<file path="config.mk">
export PLATFORM = sky130hd
export DESIGN_NAME = mac_unit
export DESIGN_NICKNAME = d
export VERILOG_FILES = /design/src/rtl/mac_pkg.sv /design/src/rtl/mac_sizer.sv /design/src/rtl/mac_array.sv /design/src/rtl/mac_seq.sv /design/src/rtl/mac_accum.sv /design/src/rtl/mac_unit.sv
export SDC_FILE = /design/constraint.sdc
export NUM_CORES = 2
export LEC_CHECK = 0
export CAP_MARGIN = 40
export CORE_MARGIN = 2
export CORE_UTILIZATION = 30
export DETAILED_ROUTE_END_ITERATION = 8
export PLACE_DENSITY_LB_ADDON = 0.2
export SLEW_MARGIN = 10
export SYNTH_ARGS = -nofsm -noshare
export SYNTH_HDL_FRONTEND = slang
export SYNTH_SLANG_ARGS = --single-unit
</file>
<file path="constraint.sdc">
create_clock -name clk -period 21.9 [get_ports clk]
set_input_delay 4.38 -clock clk [delete_from_list [all_inputs] [get_ports clk]]
set_output_delay 4.38 -clock clk [all_outputs]
set_load 0.02 [all_outputs]
</file>
<file path="src/rtl/mac_pkg.sv">
package mac_pkg;

  typedef enum logic [2:0] {
    MOP_SET_S = 3'd0,
    MOP_SET_U = 3'd1,
    MOP_ADD_S = 3'd2,
    MOP_ADD_U = 3'd3,
    MOP_SUB_S = 3'd4,
    MOP_SUB_U = 3'd5,
    MOP_REG   = 3'd6,
    MOP_IDLE  = 3'd7
  } mac_op_e;

  typedef enum logic [2:0] {
    ACC_NONE = 3'd0,
    ACC_LOAD = 3'd1,
    ACC_ADD  = 3'd2,
    ACC_SUB  = 3'd3,
    ACC_GPR  = 3'd4
  } acc_kind_e;

  // Even codes carry signed operands; the idle code is odd and unsigned.
  function automatic logic op_is_signed(logic [2:0] op);
    return (op != MOP_IDLE) && !op[0];
  endfunction

  // Does the operation change the HI:LO pair once it retires?
  function automatic logic op_hits_hilo(logic [2:0] op);
    return (op != MOP_REG) && (op != MOP_IDLE);
  endfunction

  function automatic acc_kind_e op_kind(logic [2:0] op);
    case (op)
      MOP_SET_S, MOP_SET_U: return ACC_LOAD;
      MOP_ADD_S, MOP_ADD_U: return ACC_ADD;
      MOP_SUB_S, MOP_SUB_U: return ACC_SUB;
      MOP_REG:              return ACC_GPR;
      default:              return ACC_NONE;
    endcase
  endfunction

endpackage

</file>
<file path="src/rtl/mac_sizer.sv">
module mac_sizer #(
  parameter int XLEN = 32,
  localparam int HALF = XLEN / 2
) (
  input  logic [XLEN-1:0] rt,
  input  logic            is_signed,
  output logic            narrow
);

  // The upper part is redundant when it is pure sign (signed) or pure zero (unsigned).
  function automatic logic fits_half(logic [XLEN-1:0] v, logic sgn);
    logic [XLEN-HALF:0] top_s;
    logic [XLEN-HALF-1:0] top_u;
    top_s = v[XLEN-1:HALF-1];
    top_u = v[XLEN-1:HALF];
    if (sgn)
      return (top_s == '0) || (top_s == '1);
    return top_u == '0;
  endfunction

  assign narrow = fits_half(rt, is_signed);

endmodule

</file>
<file path="src/rtl/mac_array.sv">
module mac_array #(
  parameter int XLEN = 32,
  localparam int HALF = XLEN / 2,
  localparam int PRODW = 2 * XLEN
) (
  input  logic [XLEN-1:0]  a,
  input  logic             a_sgn,
  input  logic [HALF-1:0]  b,
  input  logic             b_sgn,
  output logic [PRODW-1:0] prod
);

  // Full-width by half-width pass; both operands extended to the product width,
  // so the truncated product is the exact two's-complement result.
  function automatic logic [PRODW-1:0] pass_mul(
    logic [XLEN-1:0] x, logic xs, logic [HALF-1:0] y, logic ys);
    logic [PRODW-1:0] xe;
    logic [PRODW-1:0] ye;
    xe = {{(PRODW-XLEN){xs & x[XLEN-1]}}, x};
    ye = {{(PRODW-HALF){ys & y[HALF-1]}}, y};
    return xe * ye;
  endfunction

  assign prod = pass_mul(a, a_sgn, b, b_sgn);

endmodule

</file>
<file path="src/rtl/mac_seq.sv">
module mac_seq
  import mac_pkg::*;
#(
  parameter int XLEN = 32,
  localparam int HALF = XLEN / 2,
  localparam int PRODW = 2 * XLEN
) (
  input  logic             clk,
  input  logic             rst_n,
  input  logic             iss_valid,
  input  logic [2:0]       iss_op,
  input  logic [XLEN-1:0]  iss_rs,
  input  logic [XLEN-1:0]  iss_rt,
  input  logic             rt_narrow,
  input  logic [PRODW-1:0] arr_prod,
  output logic [XLEN-1:0]  arr_a,
  output logic             arr_a_sgn,
  output logic [HALF-1:0]  arr_b,
  output logic             arr_b_sgn,
  output logic             iss_ready,
  output logic             accept,
  output logic             accept_wide,
  output logic             pp_valid,
  output logic [2:0]       pp_op,
  output logic [PRODW-1:0] pp_q,
  output logic             hilo_busy
);

  logic            p2_q;
  logic [XLEN-1:0] h_rs;
  logic [HALF-1:0] h_rt_hi;
  logic [2:0]      h_op;
  logic            h_sgn;
  logic            iss_sgn;

  // Upper-half partial product weighs 2^HALF relative to the first pass.
  function automatic logic [PRODW-1:0] merge_upper(
    logic [PRODW-1:0] lo_pp, logic [PRODW-1:0] hi_pp);
    return lo_pp + (hi_pp << HALF);
  endfunction

  assign iss_sgn     = op_is_signed(iss_op);
  assign iss_ready   = !p2_q;
  assign accept      = iss_valid && iss_ready && (iss_op != MOP_IDLE);
  assign accept_wide = accept && !rt_narrow;
  assign hilo_busy   = (p2_q && op_hits_hilo(h_op)) ||
                       (pp_valid && op_hits_hilo(pp_op));

  always_comb begin
    if (p2_q) begin
      arr_a     = h_rs;
      arr_a_sgn = h_sgn;
      arr_b     = h_rt_hi;
      arr_b_sgn = h_sgn;
    end else begin
      arr_a     = iss_rs;
      arr_a_sgn = iss_sgn;
      arr_b     = iss_rt[HALF-1:0];
      arr_b_sgn = iss_sgn && rt_narrow;
    end
  end

  always_ff @(posedge clk or negedge rst_n) begin
    if (!rst_n) begin
      p2_q     <= 1'b0;
      h_rs     <= '0;
      h_rt_hi  <= '0;
      h_op     <= MOP_IDLE;
      h_sgn    <= 1'b0;
      pp_valid <= 1'b0;
      pp_op    <= MOP_IDLE;
      pp_q     <= '0;
    end else begin
      pp_valid <= 1'b0;
      if (p2_q) begin
        pp_q     <= merge_upper(pp_q, arr_prod);
        pp_valid <= 1'b1;
        pp_op    <= h_op;
        p2_q     <= 1'b0;
      end else if (accept) begin
        pp_q <= arr_prod;
        if (rt_narrow) begin
          pp_valid <= 1'b1;
          pp_op    <= iss_op;
        end else begin
          p2_q    <= 1'b1;
          h_rs    <= iss_rs;
          h_rt_hi <= iss_rt[XLEN-1:HALF];
          h_op    <= iss_op;
          h_sgn   <= iss_sgn;
        end
      end
    end
  end

endmodule

</file>
<file path="src/rtl/mac_accum.sv">
module mac_accum
  import mac_pkg::*;
#(
  parameter int XLEN = 32,
  localparam int PRODW = 2 * XLEN
) (
  input  logic             clk,
  input  logic             rst_n,
  input  logic             pp_valid,
  input  logic [2:0]       pp_op,
  input  logic [PRODW-1:0] pp_q,
  input  logic             hilo_busy,
  input  logic             mf_valid,
  input  logic             mf_sel_hi,
  output logic             mf_ready,
  output logic [XLEN-1:0]  mf_data,
  output logic             gpr_wen,
  output logic [XLEN-1:0]  gpr_wdata
);

  logic [PRODW-1:0] hilo_q;

  function automatic logic [PRODW-1:0] acc_next(
    acc_kind_e k, logic [PRODW-1:0] acc, logic [PRODW-1:0] p);
    case (k)
      ACC_LOAD: return p;
      ACC_ADD:  return acc + p;
      ACC_SUB:  return acc - p;
      default:  return acc;
    endcase
  endfunction

  function automatic logic [XLEN-1:0] pick_word(logic [PRODW-1:0] acc, logic hi);
    return hi ? acc[PRODW-1:XLEN] : acc[XLEN-1:0];
  endfunction

  assign mf_ready = !hilo_busy;
  assign mf_data  = (mf_valid && mf_ready) ? pick_word(hilo_q, mf_sel_hi) : '0;

  always_ff @(posedge clk or negedge rst_n) begin
    if (!rst_n) begin
      hilo_q    <= '0;
      gpr_wen   <= 1'b0;
      gpr_wdata <= '0;
    end else begin
      gpr_wen <= 1'b0;
      if (pp_valid) begin
        if (op_kind(pp_op) == ACC_GPR) begin
          gpr_wen   <= 1'b1;
          gpr_wdata <= pp_q[XLEN-1:0];
        end else begin
          hilo_q <= acc_next(op_kind(pp_op), hilo_q, pp_q);
        end
      end
    end
  end

endmodule

</file>
<file path="src/rtl/mac_unit.sv">
module mac_unit
  import mac_pkg::*;
#(
  parameter int XLEN = 32,
  localparam int HALF = XLEN / 2,
  localparam int PRODW = 2 * XLEN
) (
  input  logic            clk,
  input  logic            rst_n,
  input  logic            iss_valid,
  input  logic [2:0]      iss_op,
  input  logic [XLEN-1:0] iss_rs,
  input  logic [XLEN-1:0] iss_rt,
  output logic            iss_ready,
  output logic            gpr_wen,
  output logic [XLEN-1:0] gpr_wdata,
  input  logic            mf_valid,
  input  logic            mf_sel_hi,
  output logic            mf_ready,
  output logic [XLEN-1:0] mf_data
);

  logic             rt_narrow;
  logic [XLEN-1:0]  arr_a;
  logic             arr_a_sgn;
  logic [HALF-1:0]  arr_b;
  logic             arr_b_sgn;
  logic [PRODW-1:0] arr_prod;
  logic             ev_accept;
  logic             ev_accept_wide;
  logic             pp_valid;
  logic [2:0]       pp_op;
  logic [PRODW-1:0] pp_q;
  logic             ev_hilo_busy;

  mac_sizer #(.XLEN(XLEN)) u_sizer (
    .rt        (iss_rt),
    .is_signed (op_is_signed(iss_op)),
    .narrow    (rt_narrow)
  );

  mac_array #(.XLEN(XLEN)) u_array (
    .a     (arr_a),
    .a_sgn (arr_a_sgn),
    .b     (arr_b),
    .b_sgn (arr_b_sgn),
    .prod  (arr_prod)
  );

  mac_seq #(.XLEN(XLEN)) u_seq (
    .clk         (clk),
    .rst_n       (rst_n),
    .iss_valid   (iss_valid),
    .iss_op      (iss_op),
    .iss_rs      (iss_rs),
    .iss_rt      (iss_rt),
    .rt_narrow   (rt_narrow),
    .arr_prod    (arr_prod),
    .arr_a       (arr_a),
    .arr_a_sgn   (arr_a_sgn),
    .arr_b       (arr_b),
    .arr_b_sgn   (arr_b_sgn),
    .iss_ready   (iss_ready),
    .accept      (ev_accept),
    .accept_wide (ev_accept_wide),
    .pp_valid    (pp_valid),
    .pp_op       (pp_op),
    .pp_q        (pp_q),
    .hilo_busy   (ev_hilo_busy)
  );

  mac_accum #(.XLEN(XLEN)) u_accum (
    .clk       (clk),
    .rst_n     (rst_n),
    .pp_valid  (pp_valid),
    .pp_op     (pp_op),
    .pp_q      (pp_q),
    .hilo_busy (ev_hilo_busy),
    .mf_valid  (mf_valid),
    .mf_sel_hi (mf_sel_hi),
    .mf_ready  (mf_ready),
    .mf_data   (mf_data),
    .gpr_wen   (gpr_wen),
    .gpr_wdata (gpr_wdata)
  );

endmodule

</file>
==> results.txt <==
----------------------------------------------------
[Logic synthesis]
  Complex-gate fraction of the synthesized area ... 0.125
  Adder-cell area share of the yosys netlist ... 0.374
  Count of different cell masters after synthesis ... 95
  Sequential-to-total area share from yosys stat ... 0.149
  List of most frequent post-synthesis cells ... nand2_1, inv_1, fa_1, nor2_1, a21oi_1
  Share of the synthesized netlist area taken by xor and xnor gates ... 0.0494
  Post-synthesis cell area ... ~37000 µm²
  Share of Yosys cell area claimed by the top area cell type ... 0.294
  Largest family of logic cells by synthesized area ... adder cells
  Top area cells in the synthesized netlist ... fa_1, dfrtp_1, ha_1, nand2_1, inv_1
  Synth Net Count ... approximately 5200
  Async set-or-reset flop fraction in the synthesized netlist ... 1.00
  Mux cell area share after synthesis ... 0.0458
  Total of flip-flops plus latches after synthesis ... roughly 220
  Gate Count Post-Synth ... about 4400
  Count of flip-flops with a built-in enable after synthesis ... 0
  Mapped Avg Cell Area ... around 8.3 µm²
  Count of synthesis-stage warnings from yosys ... 0
  Ys flop type ... dfrtp_1
  Top-count cell post-synth ... nand2_1
  Simple-Gate Fraction of Synth Area ... 0.175
  Synth area leader ... fa_1

[Detailed routing]
  Routed vias ... 30400
  Final wirelength ... roughly 130000 µm
  Detailed-routing iteration count for the pre-antenna-repair pass ... 6
  Vias per cell ... 5.01
  Routed wire per std cell ... a little over 20 µm
  Post-route ant nets ... 0
  Number of DRC markers in iteration 0 ... roughly 1900
  Number of remaining DRC errors ... 0

[Die]
  DIE AREA ... around 120000 µm²
  Starting Density ... 0.301
  Die Span X ... 354 µm
  Number of top-level pins ... roughly 140
  Core area ... 122000 µm²
  Die Y ... 354 µm
  Row count ... between 100 and 150

[CTS]
  Post-CTS setup buffer count ... 0
  Insertion delay of the later-clocked pin in the worst-skew pair ... between 600 and 700 ps
  Register clock-pin slew on the reported worst setup and hold paths ... approximately 60 ps
  CTS Hold Buffers Added ... 0
  Clock sink count ... ~220
  Clk buf depth ... 3
  TritonCTS clock tree ... yes
  CTS root buffer ... clkbuf_16
  Number of levels the H-tree was split into ... 1
  Post-cts sizing count ... 0
  Total CTS buffers ... 31

[Timing]
  Final setup viols ... 0
  Slew Viols, Final ... 0
  Tightest Pin Transition ... slightly above 900 ps
  Post-route setup TNS ... 0 ps
  Tightest slew margin relative to the limit ... 0.391
  Worst Clk Skew ... 48.2 ps
  Achievable clock frequency ... just over 70 MHz
  Setup repair after global routing missed its margin ... no
  Final worst-path cycle share ... 0.637
  Time the final worst path needs with I/O delays and setup ... around 14000 ps
  Smallest setup slack after layout ... 7940 ps
  Endpoints failing hold ... 0

[Critical path]
  Highest-delay cell along the critical path ... clkdlybuf4s50_1
  Req. time, crit path ... around 22000 ps
  Highest cell delay on the worst timing path ... around 550 ps
  Worst endpoint data arrival time ... around 15000 ps
  Critical setup path kind ... in -> reg
  Biggest fanout along the worst timing path ... 21
  Cell type with the highest occurrence count on the critical path ... fa_1
  Endpoint type of the worst setup path ... flip-flop
  Startpoint type of the worst setup path ... input port

[Cells and area]
  Proportion of layout cells with a drive suffix above 1 ... 0.0508
  Area occupied by registers ... about 5500 µm²
  Multi-input logic area ... approximately 28000 µm²
  Fillers ... between 10000 and 15000
  Antenna Cells ... 0
  Layout net count ... 5270
  Final std cell area, no fill ... 41000 µm²
  P&R area growth vs syn ... 11.8%

[Global routing]
  Global Route Usage Sum ... 0.198
  GR Overflow Total ... 0
  Vias in the first global route ... 31200
  Global-route wire length before repair ... between 150000 and 200000 µm
  Pin count of the biggest net entering global routing ... approximately 140
  Initial antenna violation count ... 1

[Placement]
  GP Congestion ... 0.893
  Pre-CTS setup slack ... between 7000 and 8000 ps
  IO Port Bufs ... 138
  Dpl hpwl ... between 90000 and 100000 µm
  Post-place instance area ... about 40000 µm²

[Hold path]
  Worst hold path type ... reg -> reg

[Run]
  Number of max-cap violations ... 0

[Outcome]
  Run status ... finished clean

----------------------------------------------------
-- cell families after synthesis --
family | count (synthesis)
xor gates and xnor gates | 204
buffers and inverters | 782
and+or+nand+nor | 1514
muxes | 162
adders and majority gates | 772
DFF | 218
AOI/OAI and AO/OA | 742
-- cell type report --
| class | instances | share of cell area |
|---|---|---|
| multi-input cells | 3394 | 0.691 |
| flip-flops and latches | 218 | 0.133 |
| inverters | 580 | 0.0531 |
| well taps | 1625 | 0.0496 |
| repair buffers | 201 | 0.0464 |
| clock buffers | 40 | 0.0212 |
| clock inverters | 17 | 0.00522 |
-- routing by layer --
layer,global-route usage,share of wire,wire length [µm],up-vias
met1,0.270,0.46,57000,15400
met3,0.0207,0.045,5690,121
met5,0,0,0,-
li1,-,-,-,14200
met2,0.338,0.48,59600,730
met4,0.0420,0.023,2830,0
-- state kept, by name, indices dropped and copies added, names as in the netlist --
| name | cells |
|---|---|
| u_seq.pp_valid | 1 |
| u_seq.pp_q | 64 |
| u_accum.gpr_wdata | 32 |
| u_accum.gpr_wen | 1 |
| u_seq.p2_q | 1 |
| u_seq.h_sgn | 1 |
| u_seq.h_rs | 32 |
| u_accum.hilo_q | 64 |
| u_seq.h_op | 3 |
| u_seq.h_rt_hi | 16 |
| u_seq.pp_op | 3 |
-- stage by stage --
step | utilization | cells | hold WS, ps
2_1_floorplan | - | 4394 | 439
3_3_place_gp | 0.327 | 5999 | 447
3_5_place_dp | 0.328 | 6018 | 454
4_1_cts | 0.337 | 6075 | 465
5_1_grt | 0.337 | 6075 | 476
6_report | 0.337 | 6075 | 468
-- cell usage in the layout (no fill, tap or decap), types with 7 or more instances in the layout --
| cell | netlist | final |
|---|---|---|
| nand2_1 | 759 | 758 |
| nor2_1 | 469 | 469 |
| a22oi_1 | 10 | 10 |
| a31oi_1 | 31 | 31 |
| o22ai_1 | 11 | 11 |
| and3_1 | 26 | 25 |
| xor2_1 | 51 | 51 |
| clkbuf_16 | 0 | 31 |
| nor4_1 | 12 | 12 |
| buf_4 | 3 | 58 |
| o21a_1 | 25 | 25 |
| o211ai_1 | 9 | 9 |
| o31ai_1 | 11 | 11 |
| or3_1 | 17 | 17 |
| a211oi_1 | 25 | 25 |
| mux2i_1 | 118 | 107 |
| nand3_1 | 50 | 50 |
| and2_1 | 12 | 12 |
| o21ai_0 | 164 | 164 |
| xnor2_1 | 151 | 151 |
| dfrtp_1 | 212 | 211 |
| a21o_1 | 98 | 98 |
| a21oi_1 | 254 | 254 |
| nand2b_1 | 25 | 24 |
| ha_1 | 233 | 232 |
| nor3_1 | 49 | 49 |
| inv_1 | 578 | 578 |
| nand4_1 | 35 | 35 |
| nor3b_1 | 8 | 8 |
| clkinv_2 | 0 | 8 |
| mux2_2 | 43 | 43 |
| o21ai_1 | 7 | 7 |
| clkdlybuf4s50_1 | 0 | 136 |
| o21bai_1 | 29 | 29 |
| fa_1 | 539 | 539 |
| nor2b_1 | 15 | 14 |
-- worst paths after layout --
path / slack, ps / end / start / cells past startpoint
worst max-delay path: 7940 / u_seq.pp_q[62] / iss_rt[15] / 36
worst min-delay path: 470 / u_seq.h_op[0] / u_seq.h_op[0] / 2
worst max register to register: 11040 / u_seq.pp_q[63] / u_seq.p2_q / 32
worst min register to register: 470 / u_seq.h_op[0] / u_seq.h_op[0] / 2
max in group asynchronous: 16840 / u_seq.p2_q / rst_n / 2
min in group asynchronous: 3680 / u_accum.hilo_q[57] / rst_n / 1
-- worst max-delay path: cells and delay by family --
kind	cells	cell delay (ps)
buf+inv	5	1450
mux	1	360
fa+ha+maj	8	3750
simple gates	11	1950
xor+xnor	1	200
compound gates	10	2420
Power is not shown: default switching activity piles up to over one toggle a cycle in this logic, so the estimate is an artifact.
